==> config.mk <==
export PLATFORM = sky130hd
export DESIGN_NAME = est_trigger
export DESIGN_NICKNAME = d
export VERILOG_FILES = /design/src/rtl/est_pkg.sv /design/src/rtl/est_offset_rom.sv /design/src/rtl/est_cycle_counter.sv /design/src/rtl/est_hit.sv /design/src/rtl/est_trigger.sv
export SDC_FILE = /design/constraint.sdc
export NUM_CORES = 1
export LEC_CHECK = 0
export BUFFER_PORTS_ARGS = -buffer_cell sky130_fd_sc_hd__buf_2
export CORE_MARGIN = 10
export CORE_UTILIZATION = 44
export DETAILED_ROUTE_END_ITERATION = 8
export GPL_ROUTABILITY_DRIVEN = 0
export HOLD_SLACK_MARGIN = 0.05
export PLACE_DENSITY = 0.61
export SLEW_MARGIN = 25
export SYNTH_ARGS = -nofsm -noshare
export SYNTH_HDL_FRONTEND = slang
export SYNTH_SLANG_ARGS = --single-unit
==> constraint.sdc <==
create_clock -name clk_i -period 5.39 [get_ports clk_i]
set_input_delay 0.8085 -clock clk_i [delete_from_list [all_inputs] [get_ports clk_i]]
set_output_delay 0.8085 -clock clk_i [all_outputs]
set_load 0.02 [all_outputs]
==> src/rtl/est_pkg.sv <==
package est_pkg;

  // Elimination gap: current latency minus the lead of the following
  // opcode, floored at zero.
  function automatic int unsigned elim_gap(input int unsigned lat,
                                           input int unsigned lead);
    return (lat > lead) ? (lat - lead) : 0;
  endfunction

  localparam int NUM_TRIG = 2;
  localparam int TRIG_EL  = 0;
  localparam int TRIG_WB  = 1;

endpackage

==> src/rtl/est_offset_rom.sv <==
module est_offset_rom #(
  parameter int          OPC_W = 3,
  parameter int          CNT_W = 6,
  parameter int unsigned LAT_TBL  [2**OPC_W] = '{4, 6, 9, 12, 3, 0, 15, 20},
  parameter int unsigned LEAD_TBL [2**OPC_W] = '{0, 2, 3, 5, 1, 8, 4, 2},
  parameter int unsigned LAG_TBL  [2**OPC_W] = '{2, 3, 1, 4, 0, 5, 2, 6}
) (
  input  logic [OPC_W-1:0] cur_i,
  input  logic [OPC_W-1:0] nxt_i,
  output logic [CNT_W-1:0] el_off_o,
  output logic [CNT_W-1:0] wb_off_o
);

  localparam int NOPC = 2**OPC_W;
  localparam int NENT = NOPC * NOPC;

  logic [CNT_W-1:0] el_rom [NENT];
  logic [CNT_W-1:0] wb_rom [NENT];

  for (genvar c = 0; c < NOPC; c++) begin : g_cur
    for (genvar n = 0; n < NOPC; n++) begin : g_nxt
      localparam int unsigned EL = est_pkg::elim_gap(LAT_TBL[c], LEAD_TBL[n]);
      localparam int unsigned WB = EL + LAG_TBL[c];
      assign el_rom[c*NOPC+n] = CNT_W'(EL);
      assign wb_rom[c*NOPC+n] = CNT_W'(WB);
    end
  end

  always_comb begin
    el_off_o = el_rom[{cur_i, nxt_i}];
    wb_off_o = wb_rom[{cur_i, nxt_i}];
  end

endmodule

==> src/rtl/est_cycle_counter.sv <==
module est_cycle_counter #(
  parameter int CNT_W = 6
) (
  input  logic             clk_i,
  input  logic             rst_ni,
  input  logic             restart_i,
  input  logic             run_i,
  output logic [CNT_W-1:0] cnt_o
);

  localparam logic [CNT_W-1:0] CNT_MAX = '1;

  logic [CNT_W-1:0] cnt_q, cnt_d;
  logic             cnt_en;

  always_comb begin
    cnt_en = restart_i || (run_i && (cnt_q != CNT_MAX));
    cnt_d  = restart_i ? '0 : (cnt_q + 1'b1);
  end

  always_ff @(posedge clk_i or negedge rst_ni) begin
    if (!rst_ni)     cnt_q <= '0;
    else if (cnt_en) cnt_q <= cnt_d;
  end

  assign cnt_o = cnt_q;

  AST_CNT_RESTART: assert property (@(posedge clk_i) disable iff (!rst_ni)
    restart_i |=> (cnt_q == '0));
  AST_CNT_NO_WRAP: assert property (@(posedge clk_i) disable iff (!rst_ni)
    ((cnt_q == CNT_MAX) && !restart_i) |=> (cnt_q == CNT_MAX));
  AST_CNT_IDLE_HOLD: assert property (@(posedge clk_i) disable iff (!rst_ni)
    (!run_i && !restart_i) |=> $stable(cnt_q));

endmodule

==> src/rtl/est_hit.sv <==
module est_hit #(
  parameter int CNT_W = 6
) (
  input  logic             armed_i,
  input  logic [CNT_W-1:0] cnt_i,
  input  logic [CNT_W-1:0] off_i,
  output logic             hit_o
);

  always_comb hit_o = armed_i && (cnt_i == off_i);

endmodule

==> src/rtl/est_trigger.sv <==
module est_trigger #(
  parameter int          OPC_W = 3,
  parameter int          CNT_W = 6,
  parameter int unsigned LAT_TBL  [2**OPC_W] = '{4, 6, 9, 12, 3, 0, 15, 20},
  parameter int unsigned LEAD_TBL [2**OPC_W] = '{0, 2, 3, 5, 1, 8, 4, 2},
  parameter int unsigned LAG_TBL  [2**OPC_W] = '{2, 3, 1, 4, 0, 5, 2, 6}
) (
  input  logic             clk_i,
  input  logic             rst_ni,
  input  logic             issue_i,
  input  logic [OPC_W-1:0] cur_op_i,
  input  logic [OPC_W-1:0] nxt_op_i,
  output logic             elim_go_o,
  output logic             wb_prep_o
);

  import est_pkg::*;

  logic [CNT_W-1:0]    rom_off [NUM_TRIG];
  logic [CNT_W-1:0]    off_q   [NUM_TRIG];
  logic [NUM_TRIG-1:0] armed_q, armed_d;
  logic [NUM_TRIG-1:0] hit;
  logic [CNT_W-1:0]    cnt;

  est_offset_rom #(
    .OPC_W(OPC_W), .CNT_W(CNT_W),
    .LAT_TBL(LAT_TBL), .LEAD_TBL(LEAD_TBL), .LAG_TBL(LAG_TBL)
  ) u_rom (
    .cur_i    (cur_op_i),
    .nxt_i    (nxt_op_i),
    .el_off_o (rom_off[TRIG_EL]),
    .wb_off_o (rom_off[TRIG_WB])
  );

  est_cycle_counter #(.CNT_W(CNT_W)) u_cnt (
    .clk_i     (clk_i),
    .rst_ni    (rst_ni),
    .restart_i (issue_i),
    .run_i     (|armed_q),
    .cnt_o     (cnt)
  );

  for (genvar t = 0; t < NUM_TRIG; t++) begin : g_trig
    est_hit #(.CNT_W(CNT_W)) u_hit (
      .armed_i (armed_q[t]),
      .cnt_i   (cnt),
      .off_i   (off_q[t]),
      .hit_o   (hit[t])
    );

    always_ff @(posedge clk_i or negedge rst_ni) begin
      if (!rst_ni)      off_q[t] <= '0;
      else if (issue_i) off_q[t] <= rom_off[t];
    end
  end

  always_comb begin
    armed_d = issue_i ? {NUM_TRIG{1'b1}} : (armed_q & ~hit);
  end

  always_ff @(posedge clk_i or negedge rst_ni) begin
    if (!rst_ni) armed_q <= '0;
    else         armed_q <= armed_d;
  end

  always_comb begin
    elim_go_o = hit[TRIG_EL] && !issue_i;
    wb_prep_o = hit[TRIG_WB] && !issue_i;
  end

  AST_ELIM_SINGLE: assert property (@(posedge clk_i) disable iff (!rst_ni)
    elim_go_o |=> !elim_go_o);
  AST_WB_SINGLE: assert property (@(posedge clk_i) disable iff (!rst_ni)
    wb_prep_o |=> !wb_prep_o);
  AST_ZERO_OFFSET: assert property (@(posedge clk_i) disable iff (!rst_ni)
    (issue_i && (rom_off[TRIG_EL] == '0)) |=> (elim_go_o || issue_i));
  AST_WB_AFTER_ELIM: assert property (@(posedge clk_i) disable iff (!rst_ni)
    wb_prep_o |-> (elim_go_o || !armed_q[TRIG_EL]));

endmodule

After elaboration in Yosys (flattened, before gate mapping)

Memories as Yosys holds them, arrays and structs flattened. A register that Yosys moved wholly into a read port is not among the register bits.
Index checks and enable logic that the tools add are counted.

Add/subtract/negate cells: 1
Equal/unequal tests: 3
Mux-type cells: 2
Bitwise gates (word level): 3
Reduce and logical (&&, ||, !) cells: 10

Operators by type and width:

| operator                                                       | count |
|---|---|
| 6-bit == test                                                  | 2 |
| 6-bit NOT with 7-bit output                                    | 1 |
| 6-bit by 1-bit adder with 6-bit output (second input constant) | 1 |
| 6-bit two-way mux                                              | 1 |
| 6-bit != test (second input constant)                          | 1 |
| 1-bit logical AND                                              | 5 |
| 1-bit logical NOT                                              | 3 |
| 2-bit AND                                                      | 1 |
| 2-bit two-way mux                                              | 1 |
| 2-bit NOT                                                      | 1 |
| 2-bit OR reduction                                             | 1 |
| 1-bit logical OR                                               | 1 |

Bits in registers: 8
Bits in read-only memories: 768
Input bits: 9
Output and inout port bits: 2
Word-level logic and storage cells: 23
Memories kept: 2

Memories:

| name             | words | bits a word | read ports | clocked after Yosys merged registers in | write ports | RTL line             | text |
|---|---|---|---|---|---|---|---|
| (name not given) | 64    | 6           | 1          | 1                                       | 0           | est_offset_rom.sv:30 | `el_off_o = el_rom[{cur_i, nxt_i}];` |
| (name not given) | 64    | 6           | 1          | 1                                       | 0           | est_offset_rom.sv:31 | `wb_off_o = wb_rom[{cur_i, nxt_i}];` |

Depth between registers and ports, before layout

Depth in word-level cells: 5
Gate-level depth with buffers: 7
Depth with buffers taken out: 6

By module

Synthesis repeated with hierarchy kept, for this count alone.

Cell total of the unflattened synthesis: 207
Area total of the unflattened synthesis: 1878.1 µm²

Modules (own cells, without submodules):

| module            | instances | cells an instance | area each (µm²) | seq. area each (µm²) |
|---|---|---|---|---|
| est_offset_rom    | 1         | 121               | 812.0           | 0.0 |
| est_trigger       | 1         | 35                | 578.1           | 350.3 |
| est_cycle_counter | 1         | 35                | 345.3           | 150.1 |
| est_hit           | 2         | 8                 | 71.3            | 0.0 |

Worst setup path before layout

Ideal clock, no wire load.

Path type: input-to-output
Start: input issue_i
End: output elim_go_o
Arrival: 1.524 ns
Data required time: 4.582 ns
Slack: 3.057 ns
Cell stages on the path: 3
Path buffers: 1
Cell sequence: clkbuf_1 nor4_1 and2_1

Longest elaborated chain between the ends: 2

Ends and longest elaborated chain:

| element           | RTL line          | text |
|---|---|---|
| start, declared   | est_trigger.sv:10 | `input logic issue_i,` |
| 1-bit logical NOT | est_trigger.sv:67 | `elim_go_o = hit[TRIG_EL] && !issue_i;` |
| 1-bit logical AND | est_trigger.sv:67 |  |
| end, declared     | est_trigger.sv:13 | `output logic elim_go_o,` |

Every way passes these cells.

Worst setup path after layout

Ends and elaborated chain as after synthesis.

==> impl_metrics.json <==
{
  "rows": 22,
  "hp-class": "primary input to async pin",
  "ys_ff_latch": 18,
  "cts_hold_buf": 0,
  "clk_latency_ns": 0.25,
  "fmax_mhz": 378,
  "vdd_ir_drop_max_uv": 75.8,
  "h-tree-depth": 1,
  "fillers": 374,
  "fp.coreArea_sq_um": 3630,
  "netlist_instances": 192,
  "grtUsageTotal_pct": 11.6,
  "syn2layout_area_growth_pct": 6.66,
  "path_cells": "buf_2, nor4_1, and2_1, buf_2",
  "vias_per_cell": 5.72,
  "gr-total-overflow": 0,
  "start_util_pct": 45.0,
  "async_flop_share_pct": 100,
  "power_leakage_nw": 0.727,
  "cpLargestDelayFamily": "simple AND/OR/NAND/NOR gates",
  "grt_max_degree": 30,
  "final_common_cell": "dfrtp_1",
  "critPathArrivalTime_ns": 1.83,
  "tritoncts": "built",
  "cap_violations": 0,
  "max_stage_delay_ns": 0.45,
  "total_power_mw": 0.371,
  "finalCriticalPeriod_ns": 2.64,
  "cts_buffer_depth": 2,
  "synth_warnings": 0,
  "final_nets": 212,
  "fp.dieH_um": 80.9,
  "synth_edf_count": 0,
  "skew_ns": 0.000709,
  "ys_types": 52,
  "finalWirelength_um": 3600,
  "syn_nets": 210,
  "grt_pass1_vias": 1392,
  "drcViolationCount": 0,
  "drt_iter0_markers": 105,
  "avgSynthCellArea_sq_um": 8.51,
  "finalSetupViolCount": 0,
  "clkTransAtPathRegs_ns": 0.07,
  "root_buffer": "clkbuf_8",
  "final_cell_mix": "18 x dfrtp_1, 17 x nor2_1, 15 x nand2_1, 11 x xnor2_1, 10 x buf_2",
  "first_pass_iters": 4,
  "antenna_found_initial": 0,
  "rsz0062_at_grt": "no",
  "yosysSeqAreaShare_pct": 27.6,
  "drtAntennaViolNets": 0,
  "die_area_sq_um": 6550,
  "crit_slowest_cell": "nor4_1",
  "cts_num_sinks": 18,
  "num_vias": 1379,
  "syn-cell-area_sq_um": 1630,
  "grt_pass1_wl_um": 6350,
  "drv_slew": 0,
  "status": "finished, final reports clean",
  "post-dp-hpwl_um": 2760,
  "drive_gt1_share_pct": 11.4,
  "crit_path_end_kind": "output pin",
  "io_pins": 11,
  "crit_type": "primary input to output pin",
  "wl_per_cell_um": 14.9,
  "die_w_um": 80.9,
  "path_max_fanout": 25,
  "power_density_nw_per_um2": 213,
  "post-cts-setup-buffer-count": 0,
  "startpoint_type": "primary input",
  "fin_tns_setup_ns": 0,
  "max_slew_margin_pct": 66.8,
  "tightest_slew_ns": 0.497,
  "finalCritPeriodShare_pct": 49.0,
  "ys.flop_type": "dfrtp_1",
  "cts_buffers": 3,
  "hold_violations": 0,
  "worstPathRequired_ns": 4.58,
  "io_buffers": 10,
  "antenna_cells": 0,
  "crit_top_cell": "buf_2",
  "cp_num_buf_inv": 2,
  "cts_resized": 0
}
==> per-layer routing <==
metal,part of all wire (%),GRT usage (%),vias to the layer above
li1,-,-,692
met1,46,14.0,663
met2,49,20.5,20
met3,3.1,1.21,4
met4,1.5,4.84,0
met5,0,0,-
==> registers in the layout, summed over array words and instances (netlist names) <==
register and cells:
off_q 10, u_cnt.cnt_o 6, armed_q 2
==> final cells by class <==
cell class	count	area [sq um]	area share [%]
multi-input cells	152	1090	62.7
flip-flops and latches	18	450	25.8
well taps	48	60.1	3.45
clock buffers	4	55.1	3.16
repair buffers	10	50.0	2.87
inverters	9	33.8	1.94
==> synthesized netlist by cell type, drive strengths merged, types with 5 or more instances <==
cell     n  area share, %
nand2   15            3.4
xnor2   11            5.9
dfrtp   18             28
inv      9            2.1
nand2b   7            2.7
clkbuf   7            1.6
ha       9            6.9
mux2i    5            3.1
o21ai    5            1.5
a21oi    8            2.5
mux2     5            3.4
buf      6            1.8
nor2    17            3.9
nor2b    7            2.7
a211oi   6            2.8
==> cells by family (layout without fill, tap and decap cells) <==
family | after synthesis | after routing | share of synthesized area, %
compound gates | 47 | 47 | 21.2
xor+xnor | 15 | 15 | 8.04
fa+ha+maj | 9 | 9 | 6.89
buf+inv | 22 | 23 | 5.51
flops | 18 | 18 | 27.6
mux | 11 | 11 | 7.89
simple gates | 70 | 70 | 22.9
==> stage by stage <==
step                      util [%]  cells  area, sq um  hold slack [ns]  setup slack, ns
after global placement        46.5    237         1690            0.498             2.84
after floorplan                  -    192         1630            0.474             3.06
final                         48.0    241         1740            0.474             2.75
after CTS                     48.0    241         1740            0.484             2.72
after global routing          48.0    241         1740            0.498             2.63
after detailed placement      46.5    237         1690            0.498             2.73
==> final timing paths <==
| path | from | to | slack, ns | cells past startpoint |
|---|---|---|---|---|
| setup / recovery | issue_i | elim_go_o | 2.75 | 4 |
| hold / removal | rst_ni | u_cnt.cnt_o[1]$_DFFE_PN0P_ | 0.47 | 1 |
| setup reg to reg | u_cnt.cnt_o[0]$_DFFE_PN0P_ | u_cnt.cnt_o[5]$_DFFE_PN0P_ | 3.54 | 5 |
| hold reg to reg | off_q[4]$_DFFE_PN0P_ | off_q[4]$_DFFE_PN0P_ | 0.51 | 1 |
| max in group asynchronous | rst_ni | off_q[3]$_DFFE_PN0P_ | 4.63 | 1 |
| min in group clk_i | off_q[4]$_DFFE_PN0P_ | off_q[4]$_DFFE_PN0P_ | 0.51 | 1 |
==> power breakdown <==
group	switching [mW]	internal (mW)
Clock	0.0432	0.0648
Sequential	0.0128	0.149
Combinational	0.0572	0.0444
Total	0.113	0.258
(Power assumes the default switching activity.)
